[src/rtl/hwmon_pkg.sv]
`timescale 1ns/1ps
package hwmon_pkg;
  typedef enum logic [2:0] {
    SMB_SEND = 3'd0,
    SMB_RECV = 3'd1,
    SMB_WRB  = 3'd2,
    SMB_RDB  = 3'd3,
    SMB_WRW  = 3'd4,
    SMB_RDW  = 3'd5
  } smbKind_e;

  // Strobes from control to datapath: one access per cycle at most
  typedef struct packed {
    logic       access;
    logic       wrEn;
    logic [7:0] regNum;
    logic [7:0] wdata;
    logic       idxWr;
    logic [6:0] idxVal;
  } strobe_t;

  localparam logic [2:0] OFS_INDEX   = 3'd5;
  localparam logic [2:0] OFS_DATA    = 3'd6;
  localparam logic [7:0] REG_CFG     = 8'h40;
  localparam logic [7:0] REG_ADDR    = 8'h48;
  localparam logic [7:0] REG_COMPCFG = 8'h4A;
  localparam logic [7:0] REG_BANK    = 8'h4E;
  localparam logic [7:0] REG_VID     = 8'h4F;
  localparam logic [7:0] REG_RSTTRIG = 8'h87;
endpackage

[src/rtl/hwmon_ctrl.sv]
`timescale 1ns/1ps
module hwmon_ctrl
  import hwmon_pkg::*;
(
  input  logic        clk,
  input  logic        rstN,
  input  logic        isaValid,
  input  logic        isaWrite,
  input  logic [2:0]  isaOffset,
  input  logic [7:0]  isaWdata,
  input  logic        smbValid,
  input  logic [6:0]  smbAddr,
  input  logic [2:0]  smbKind,
  input  logic [7:0]  smbCmd,
  input  logic [7:0]  smbWdata,
  input  logic [6:0]  idx,
  input  logic [6:0]  ownAddr,
  input  logic [7:0]  rdByte,
  output strobe_t     st,
  output logic [7:0]  isaRdata,
  output logic [15:0] smbRdata,
  output logic        smbGrant,
  output logic        smbAck
);
  smbKind_e kind;
  assign kind = smbKind_e'(smbKind);

  always_comb begin
    smbGrant = smbValid && !isaValid;
    smbAck   = smbGrant && (ownAddr != 7'd0) && (smbAddr == ownAddr);
    st        = '0;
    st.regNum = {1'b0, idx};
    if (isaValid) begin
      if (isaOffset == OFS_INDEX && isaWrite) begin
        st.idxWr  = 1'b1;
        st.idxVal = isaWdata[6:0];
      end else if (isaOffset == OFS_DATA) begin
        st.access = 1'b1;
        st.wrEn   = isaWrite;
        st.wdata  = isaWdata;
      end
    end else if (smbAck) begin
      unique case (kind)
        SMB_SEND: begin
          st.idxWr  = 1'b1;
          st.idxVal = smbWdata[6:0];
        end
        SMB_RECV: st.access = 1'b1;
        SMB_WRB, SMB_WRW: begin
          st.access = 1'b1;
          st.wrEn   = 1'b1;
          st.regNum = smbCmd;
          st.wdata  = smbWdata;
        end
        SMB_RDB, SMB_RDW: begin
          st.access = 1'b1;
          st.regNum = smbCmd;
        end
        default: ;
      endcase
    end
  end

  always_comb begin
    if (isaOffset == OFS_INDEX)     isaRdata = {1'b0, idx};
    else if (isaOffset == OFS_DATA) isaRdata = rdByte;
    else                            isaRdata = 8'hFF;
    smbRdata = (kind == SMB_RDW) ? {rdByte, rdByte} : {8'h00, rdByte};
  end

  // the I/O window always wins the cycle
  assert_isa_first_R13: assert property (@(posedge clk) disable iff (!rstN)
    isaValid |-> (!smbGrant && !smbAck));
endmodule

[src/rtl/hwmon_regfile.sv]
`timescale 1ns/1ps
module hwmon_regfile
  import hwmon_pkg::*;
#(
  parameter bit          MIRROR_EN   = 1'b1,
  parameter bit          SMB_PRESENT = 1'b1,
  parameter logic [15:0] VENDOR_ID   = 16'h5CA3,
  parameter int          DEPTH       = 256
)(
  input  logic       clk,
  input  logic       rstN,
  input  strobe_t    st,
  output logic [7:0] rdByte,
  output logic [6:0] idx,
  output logic [6:0] ownAddr,
  output logic [6:0] compAddrA,
  output logic [6:0] compAddrB,
  output logic [1:0] compReq,
  output logic       compWrite,
  output logic [2:0] compReg,
  output logic [7:0] compWdata,
  input  logic [7:0] compRdata0,
  input  logic [7:0] compRdata1,
  output logic       sysResetReq
);
  localparam int NUM_COMP = 2;
  localparam logic [6:0] COMP_BASE = 7'h48;

  logic [7:0] mem [DEPTH];
  logic [6:0] idxQ;
  logic       rstReqQ;
  logic [2:0] bank;
  logic [7:0] eff;
  logic       routed, softInit, resetHit;
  logic [6:0] compAddr [NUM_COMP];

  function automatic logic [7:0] initVal(input logic [7:0] i);
    if (i >= 8'hC0 && i <= 8'hDF) return 8'hFF;
    if (i == 8'h47)               return 8'h50;
    if (i == REG_ADDR)            return SMB_PRESENT ? 8'h2D : 8'h00;
    if (i == REG_COMPCFG)         return SMB_PRESENT ? 8'h01 : 8'h88;
    return 8'h00;
  endfunction

  function automatic logic [7:0] effIdx(input logic [7:0] r);
    if (r[7:5] == 3'b011) return {2'b00, r[5:0]};
    if (MIRROR_EN && r >= 8'h80 && r <= 8'h92) return {1'b0, r[6:0]};
    return r;
  endfunction

  assign bank     = mem[REG_BANK][2:0];
  assign eff      = effIdx(st.regNum);
  assign routed   = (bank == 3'd1 || bank == 3'd2) && st.regNum[7:4] == 4'h5;
  assign softInit = st.wrEn && !routed && eff == REG_CFG && st.wdata[7];
  assign resetHit = MIRROR_EN && st.wrEn && st.regNum == REG_RSTTRIG && st.wdata == 8'h01;

  for (genvar k = 0; k < NUM_COMP; k++) begin : g_comp
    assign compReq[k]  = st.access && routed && bank == 3'(k + 1);
    assign compAddr[k] = (SMB_PRESENT && !mem[REG_COMPCFG][4*k+3])
                         ? COMP_BASE + 7'(mem[REG_COMPCFG][4*k +: 3]) : 7'd0;
  end
  assign compAddrA = compAddr[0];
  assign compAddrB = compAddr[1];
  assign compWrite = st.wrEn;
  assign compReg   = st.regNum[2:0];
  assign compWdata = st.wdata;
  assign ownAddr   = SMB_PRESENT ? mem[REG_ADDR][6:0] : 7'd0;
  assign idx         = idxQ;
  assign sysResetReq = rstReqQ;

  always_comb begin
    if (routed)                   rdByte = (bank == 3'd1) ? compRdata0 : compRdata1;
    else if (st.regNum == REG_VID) rdByte = mem[REG_BANK][7] ? VENDOR_ID[15:8] : VENDOR_ID[7:0];
    else                          rdByte = mem[eff];
  end

  always_ff @(posedge clk or negedge rstN) begin
    if (!rstN) begin
      for (int i = 0; i < DEPTH; i++) mem[i] <= initVal(8'(i));
      idxQ    <= '0;
      rstReqQ <= 1'b0;
    end else begin
      rstReqQ <= resetHit;
      if (st.idxWr) idxQ <= st.idxVal;
      if (softInit) begin
        for (int i = 0; i < DEPTH; i++)
          if (8'(i) != REG_ADDR) mem[i] <= initVal(8'(i));
      end else if (st.wrEn && !routed) begin
        mem[eff] <= st.wdata;
      end
    end
  end

  assert_idx_load_R1: assert property (@(posedge clk) disable iff (!rstN)
    st.idxWr |=> (idx == $past(st.idxVal)));
  assert_comp_onehot_R8: assert property (@(posedge clk) disable iff (!rstN)
    $onehot0(compReq));
  assert_rst_pulse_R11: assert property (@(posedge clk) disable iff (!rstN)
    sysResetReq |=> !sysResetReq);
  assert_rst_cause_R11: assert property (@(posedge clk) disable iff (!rstN)
    sysResetReq |-> $past(st.wrEn && st.regNum == REG_RSTTRIG && st.wdata == 8'h01));
endmodule

[src/rtl/hwmon_regcore.sv]
`timescale 1ns/1ps
module hwmon_regcore
  import hwmon_pkg::*;
#(
  parameter bit          MIRROR_EN   = 1'b1,
  parameter bit          SMB_PRESENT = 1'b1,
  parameter logic [15:0] VENDOR_ID   = 16'h5CA3
)(
  input  logic        clk,
  input  logic        rstN,
  input  logic        isaValid,
  input  logic        isaWrite,
  input  logic [2:0]  isaOffset,
  input  logic [7:0]  isaWdata,
  output logic [7:0]  isaRdata,
  input  logic        smbValid,
  input  logic [6:0]  smbAddr,
  input  logic [2:0]  smbKind,
  input  logic [7:0]  smbCmd,
  input  logic [7:0]  smbWdata,
  output logic [15:0] smbRdata,
  output logic        smbGrant,
  output logic        smbAck,
  output logic [6:0]  ownAddr,
  output logic [6:0]  compAddrA,
  output logic [6:0]  compAddrB,
  output logic [1:0]  compReq,
  output logic        compWrite,
  output logic [2:0]  compReg,
  output logic [7:0]  compWdata,
  input  logic [7:0]  compRdata0,
  input  logic [7:0]  compRdata1,
  output logic        sysResetReq
);
  strobe_t    st;
  logic [7:0] rdByte;
  logic [6:0] idx;

  hwmon_ctrl u_ctrl (
    .clk(clk), .rstN(rstN),
    .isaValid(isaValid), .isaWrite(isaWrite), .isaOffset(isaOffset), .isaWdata(isaWdata),
    .smbValid(smbValid), .smbAddr(smbAddr), .smbKind(smbKind), .smbCmd(smbCmd),
    .smbWdata(smbWdata), .idx(idx), .ownAddr(ownAddr), .rdByte(rdByte),
    .st(st), .isaRdata(isaRdata), .smbRdata(smbRdata), .smbGrant(smbGrant), .smbAck(smbAck)
  );

  hwmon_regfile #(.MIRROR_EN(MIRROR_EN), .SMB_PRESENT(SMB_PRESENT), .VENDOR_ID(VENDOR_ID)) u_regs (
    .clk(clk), .rstN(rstN), .st(st), .rdByte(rdByte), .idx(idx), .ownAddr(ownAddr),
    .compAddrA(compAddrA), .compAddrB(compAddrB), .compReq(compReq), .compWrite(compWrite),
    .compReg(compReg), .compWdata(compWdata), .compRdata0(compRdata0), .compRdata1(compRdata1),
    .sysResetReq(sysResetReq)
  );
endmodule

[config.mk]
export PLATFORM = sky130hd
export DESIGN_NAME = hwmon_regcore
export DESIGN_NICKNAME = d
export VERILOG_FILES = /design/src/rtl/hwmon_pkg.sv /design/src/rtl/hwmon_ctrl.sv /design/src/rtl/hwmon_regfile.sv /design/src/rtl/hwmon_regcore.sv
export SDC_FILE = /design/constraint.sdc
export NUM_CORES = 2
export LEC_CHECK = 0
export ABC_CLOCK_PERIOD_IN_PS = 6250
export BUFFER_PORTS_ARGS = -buffer_cell sky130_fd_sc_hd__buf_2
export CAP_MARGIN = 20
export CORE_AREA = 2 2 457 459
export CTS_BUF_LIST = sky130_fd_sc_hd__clkbuf_4 sky130_fd_sc_hd__clkbuf_8
export CTS_CLUSTER_DIAMETER = 100
export CTS_CLUSTER_SIZE = 8
export DETAILED_ROUTE_END_ITERATION = 10
export DIE_AREA = 0 0 459 461
export PLACE_DENSITY_LB_ADDON = 0.12
export REMOVE_ABC_BUFFERS = 1
export SYNTH_ARGS = -nofsm -noshare
export SYNTH_HDL_FRONTEND = slang
export SYNTH_SLANG_ARGS = --single-unit
[constraint.sdc]
create_clock -name clk -period 6.25 [get_ports clk]
set_clock_uncertainty 0.2 [all_clocks]
set_input_delay 0.3125 -clock clk [delete_from_list [all_inputs] [get_ports clk]]
set_output_delay 0.3125 -clock clk [all_outputs]
set_load 0.05 [all_outputs]
---- Word-level counts from Yosys, hierarchy flattened ----
Index checks and enable logic that the tools add are counted.
W data, S select, Z words.
operators by class
  $add $sub $neg .......................... 2
  multipliers ............................. 0
  div/mod/pow operators ................... 0
  magnitude comparators ................... 4
  equality and inequality tests ........... 16
  shifts and indexed selects .............. 0
  muxes and demuxes ....................... 43
  bitwise operators ....................... 2
  reduce and logical (&&, ||, !) cells .... 25
operators with widths
  kind                   number
  $bwmux W2048           1
  $mux W2048             1
  $mux W1464             1
  $mux W576              1
  $mux W8                21
  $bmux W8 S8            1
  $demux W8 S8           1
  $mux W16               2
  $mux W26               1
  $mux W7                3
  $eq A8 B7 Y1 const B   2
  $logic_and A1 B1 Y1    15
  $add A7 B3 Y7 const A  2
  $eq A3 B2 Y1 const B   4
  $eq A3 B3 Y1 const B   4
  $ge A9 B9 Y1 const B   1
  $lt A9 B1 Y1 const B   1
  $not A8 Y9             1
  $eq A8 B1 Y1 const B   1
  $eq A8 B8 Y1 const B   1
  $ge A8 B8 Y1 const B   1
  $le A8 B8 Y1 const B   1
  $eq A7 B7 Y1           1
  $mux W1                7
  13 further kinds       17
storage, ports and cells
  bits in registers ....................... 2056
  bits in latches ......................... 0
  memory bits (writable) .................. 0
  ROM bits ................................ 0
  input port bits ......................... 58
  output and inout bits ................... 62
  word-level logic and storage cells ...... 350
  memories ................................ 0

---- Longest topological paths before layout ----
  depth in word-level cells ............... 20
  mapped depth ............................ 19
  gate-level depth less buffers ........... 13

---- By module ----
From an unflattened synthesis, not the netlist that was laid out.
unflattened totals
  cells, all modules ...................... 8047
  area, all modules ....................... 81378.0 µm²
by module, submodules not included
  module         times used  cells each  area an instance (µm²)  seq. area each (µm²)
  hwmon_regfile  1           7924        80613.6                 42719.7
  hwmon_ctrl     1           123         764.5                   0.0

---- Worst setup path before layout ----
Ideal clock, no wire load.
  path kind ............................... input -> output
  from .................................... input port isaValid
  to ...................................... output port smbRdata[10]
  data arrival time ....................... 4.640 ns
  required time ........................... 5.738 ns
  setup slack ............................. 1.097 ns
  stages .................................. 17
  buffers on the path ..................... 5
  path through ............................ nand2b_1 -> inv_1 -> nand4_2 -> o41ai_2 -> buf_2 -> buf_2 -> buf_2 -> clkbuf_1 -> buf_1 -> nand3_1 -> a21oi_1 -> a211oi_1 -> nand4_1 -> a22oi_1 -> nand3_1 -> nor2_1 -> nor3b_1
on the way
  cells in the longest elaborated chain, start to end .. 19
  elaborated cells between the ends (all ways) .. 27
  those cells by class .................... order compare: 2; eq/ne: 3; mux: 15; bitwise: 1; reduce/logical: 6
RTL lines
  what                                          line                 text
  start, declared                               hwmon_regcore.sv:11  input logic isaValid,
  $logic_not A1 Y1 *                            hwmon_ctrl.sv:29     smbGrant = smbValid && !isaValid;
  $logic_and A1 B1 Y1 *                         hwmon_ctrl.sv:29
  via smbGrant                                  hwmon_regcore.sv:22  output logic smbGrant,
  $logic_and A1 B1 Y1 * (2 in a row)            hwmon_ctrl.sv:30     smbAck = smbGrant && (ownAddr != 7'd0) && (smbAddr == ownAddr);
  $mux W26 *                                    hwmon_ctrl.sv:42     end else if (smbAck) begin
  $mux W8 *                                     hwmon_ctrl.sv:33     if (isaValid) begin
  $ge A8 B8 Y1 or $le A8 B8 Y1 (tied branches)  hwmon_regfile.sv:47  if (MIRROR_EN && r >= 8'h80 && r <= 8'h92) return {1'b0, r[6:0]};
  $logic_and A1 B1 Y1                           hwmon_regfile.sv:47
  $mux W1 (2 in a row)                          hwmon_regfile.sv:47
  $mux W8                                       hwmon_regfile.sv:48  return r;
  $mux W8                                       hwmon_regfile.sv:47
  $not A8 Y9 (implied by the code)              hwmon_regfile.sv:74  else rdByte = mem[eff];
  $bmux W8 S8                                   hwmon_regfile.sv:74
  $mux W8 (implied by the code) (2 in a row)    hwmon_regfile.sv:74
  $mux W8                                       hwmon_regfile.sv:73  else if (st.regNum == REG_VID) rdByte = mem[REG_BANK][7] ? VENDOR_ID[15:8] : VENDOR_ID[7:0];
  $mux W8 *                                     hwmon_regfile.sv:72  if (routed) rdByte = (bank == 3'd1) ? compRdata0 : compRdata1;
  $mux W16 *                                    hwmon_ctrl.sv:68     smbRdata = (kind == SMB_RDW) ? {rdByte, rdByte} : {8'h00, rdByte};
  end, declared                                 hwmon_regcore.sv:21  output logic [15:0] smbRdata,
The timed path passes the listed nets; every way through them passes the cells marked *. The select of a mux whose other input is x is not followed.

---- Final worst setup path ----
  from .................................... register u_regs.idxQ[4], in the netlist u_regs.idx[4]
  to ...................................... output port smbRdata[15]
on the way
  cells in the longest elaborated chain, start to end .. 16
  elaborated cells between the ends (all ways) .. 22
  those cells by class .................... order compare: 2; eq/ne: 2; mux: 15; bitwise: 1; reduce/logical: 2
RTL lines
  what                                          line                 text
  start, declared                               hwmon_regfile.sv:30  logic [6:0] idxQ;
  start signal, assigned                        hwmon_regfile.sv:84  if (st.idxWr) idxQ <= st.idxVal;
  $mux W8                                       hwmon_ctrl.sv:43     unique case (kind)
  $mux W26                                      hwmon_ctrl.sv:42
  $mux W8 *                                     hwmon_ctrl.sv:33
  $ge A8 B8 Y1 or $le A8 B8 Y1 (tied branches)  hwmon_regfile.sv:47
  $logic_and A1 B1 Y1                           hwmon_regfile.sv:47
  $mux W1 (2 in a row)                          hwmon_regfile.sv:47
  $mux W8                                       hwmon_regfile.sv:48
  $mux W8                                       hwmon_regfile.sv:47
  $not A8 Y9 (implied by the code)              hwmon_regfile.sv:74
  $bmux W8 S8                                   hwmon_regfile.sv:74
  $mux W8 (implied by the code) (2 in a row)    hwmon_regfile.sv:74
  $mux W8                                       hwmon_regfile.sv:73
  $mux W8 *                                     hwmon_regfile.sv:72
  $mux W16 *                                    hwmon_ctrl.sv:68
Every way passes the cells marked *; elsewhere a longest branch is shown, timed or not. The select of a mux whose other input is x is not followed.

==> results by group <==
CTS
  – CTS root buf: clkbuf_8
  – # H-tree levels: 4
  – Clk sinks: roughly 1700
  – Clock latency on the worst-skew pair: 1.12 ns
  – CTS Buffer Depth: 3
  – Cts bufs inserted: 232
  – CTS clk-pin slew, worst paths: 0.09 ns
  – CTS tree: built

Status
  – Failing checks: setup timing
  – Outcome: complete, but fails checks

Floorplanning
  – # rows: 167
  – Die ar.: roughly 210000 um^2
  – Die Ht: ~460 um
  – Initial Util: 0.398
  – Core footprint: 206000 um^2
  – Die W: 459 um
  – Ports: 120

STA
  – Fin. max-slew vios: 0
  – Final setup vio count: 24
  – Final WS setup: -0.592 ns
  – Unrepaired setup endpoints after global routing: true
  – Slew margin rel.: 0.127
  – Post-layout min period: 6.84 ns
  – Hold Violations, Final: 0
  – Max Clk Rate: 146 MHz
  – Fin crit share: 1.09
  – Setup TNS: -8.08 ns
  – Slew @ Worst Pin: 1.31 ns

Final layout
  – Most frequent cells in the layout: 2171 x nand2_1, 1617 x o21ai_0, 1444 x dfrtp_1, 527 x buf_4, 405 x mux2i_1
  – Share of layout cells above drive strength 1: 0.183
  – Synthesis-to-layout area growth: 18.2%
  – Nets: about 9500
  – Fillers: about 20000
  – Final Non-Filler Cells: between 10000 and 15000
  – Commonest non-fill, non-tap cell in the layout: nand2_1

Placement
  – Final GP Congestion: 1.04
  – Placed insts: between 10000 and 15000
  – Dpl hpwl: around 300000 um
  – IO buf count: 115

Power and ir drop
  – Clock share of power: 0.326
  – Sw Ratio: 0.356
  – Sw Pwr: 9290 uW
  – Int Pwr: 16800 uW
  – Pwr Density: about 270 nW/um^2
  – Pleak: 0.0399 uW
  – Worst vdd ir: 0.253 mV
  – Seq pwr share: 0.428
  – Combinational share of power: 0.245

Route
  – Avg WL per Cell: 38.4 um
  – DR iter-0 viols: around 12000
  – WL final: 471000 um
  – Drt pass-1 iters: 9
  – Via count: 81200
  – Via density: between 6 and 7
  – Antenna Nets Post-Route: 0
  – Post-route DRC: 0

Synthesis
  – Post-synth ARST share: 1.00
  – Avg Cell Area, Syn: a little over 9 um^2
  – EDFF count, synth: 0
  – Distinct cells, synth: 100
  – Synth area leader: dfrtp_1
  – Leading post-synthesis cells by cell area: dfrtp_1 44%, o21ai_0 10%, nand2_1 10%, dfstp_2 8.4%, mux2i_1 5.6%
  – Top-area cell type share of the netlist area: 0.440
  – Ys flop type: dfrtp_1
  – FF+latch count, synth: 1710
  – Gate Count Post-Synth: roughly 9000
  – Sequential share of the synthesized area: 0.524
  – Netlist Area Pre-Place: 82200 um^2
  – Yosys Warn Count: 0

GRT
  – GRT Total Usage: 0.434
  – Initial antenna violation count: 58
  – GRT overflow: 0
  – Number of global-route vias before repair: 76100
  – Largest net degree at the start of global routing: 169
  – First-pass GRT wire length: 640000 um

Worst hold path
  – Min-Delay Path Class: in2reg

Setup path
  – Critical path class: reg2out
  – CP Data Required Time: 5.74 ns
  – CP max FO: 10
  – WP data arrival: about 6.3 ns
  – CP startpoint kind: flop
  – Crit end category: output pin

Job
  – Total of max-cap violations: 0
-- cells in the mapped netlist, types with 62 or more instances --
library cell,count
a211oi_1,221
buf_4,62
nand2_1,2186
dfstp_2,263
mux2i_1,462
clkbuf_1,450
nand4_1,62
nand3_1,396
dfrtp_1,1447
and3_1,135
and2_1,72
a22o_1,177
o22ai_1,103
buf_2,121
o21ai_0,1666
nor2_1,248
a21oi_1,179
-- state kept, by name (all words and copies together), names as in the netlist --
name / count
u_regs.bank: 3
u_regs.idx: 7
u_regs.mem: 1692
u_regs.ownAddr: 7
u_regs.sysResetReq: 1
-- worst max-delay path, stage by stage (launching register included) --
cell and delay [ns]:
dfrtp_1 0.71, and2_1 0.40, nand2_1 0.76, nor2_1 0.18
mux2i_4 0.21, buf_6 0.13, a21oi_1 0.06, o41ai_4 0.67
buf_4 0.28, o211ai_1 0.24, nor3_4 0.32, nand4_1 0.37
buf_4 0.28, o31a_1 0.27, nor2b_4 0.14, buf_8 0.18
-- cells by family (layout without fill, tap and decap cells) --
kind of cell	count (synthesis)	in the layout	share of synthesized area
mux	492	493	0.0604
xor+xnor	9	9	0.00105
simple gates	3301	3301	0.172
compound gates	2768	2768	0.201
other cells	1	55	0.0000456
buf+inv	732	1220	0.0407
flops	1710	1710	0.524
-- power by group through the flow --
stage,logic (uW),clock network [uW],registers [uW]
after floorplan,1930,0,11400
after global placement,5050,0,11400
after detailed placement,5050,0,11400
after CTS,5720,8550,11200
after global routing,6240,8990,11200
final,6400,8510,11200
-- area by class of cell --
type,instances,area (um^2),share of cell area
Inverter,39,189,0.00194
Clock buffer,310,3780,0.0390
Tap cell,2704,3380,0.0348
Timing Repair inverter,5,68.8,0.000708
Timing Repair Buffer,851,8480,0.0873
Multi-Input combinational cell,6575,37800,0.389
Clock inverter,15,215,0.00221
Sequential cell,1710,43100,0.444
Antenna cell,51,128,0.00131
-- per-stage QoR --
step                      worst slack [ns]  area (um^2)  power, uW  hold WS, ns   util
final                               -0.592        97200      26100       0.0850  0.471
after global routing                -0.458        97100      26400        0.103  0.470
after CTS                           -0.428        95600      25400       0.0208  0.463
after detailed placement            -0.250        88800      16400        0.118  0.430
after global placement              -0.332        88700      16400        0.121  0.430
after floorplan                     -11.17        79000      13300       -0.183      -
-- final timing paths --
| kind | depth (start not counted) | endpoint | slack (ns) | startpoint |
|---|---|---|---|---|
| min in group asynchronous | 4 | u_regs.mem[541]$_DFFE_PN0P_ | 0.35 | rstN |
| max in group asynchronous | 5 | u_regs.sysResetReq$_DFF_PN0_ | 4.21 | rstN |
| setup / recovery | 15 | smbRdata[15] | -0.59 | u_regs.idx[4]$_DFFE_PN0P_ |
| hold reg to reg | 2 | u_regs.mem[91]$_DFFE_PN0P_ | 0.27 | u_regs.mem[91]$_DFFE_PN0P_ |
| hold / removal | 7 | u_regs.mem[1522]$_DFFE_PN0P_ | 0.09 | smbWdata[7] |
| setup reg to reg | 17 | u_regs.mem[1923]$_DFFE_PN0P_ | 0.22 | u_regs.ownAddr[5]$_DFFE_PN1P_ |
-- what timing repair did --
action / in CTS / in global routing
setup endpoints to repair: 24 / 24
hold endpoints to repair: 1536 / 0
gates cloned: 21 / 6
buffers inserted: 50 / 48
pin swaps: 58 / 57
hold buffers: 44 / 0
resized for setup: 283 / 201
-- per-layer routing --
metal,GRT usage,wire [um]
met5,0.000230,198
met4,0.298,37700
met3,0.170,62700
met2,0.587,187000
met1,0.567,183000
Note: power is estimated with default switching activity, not from simulation.
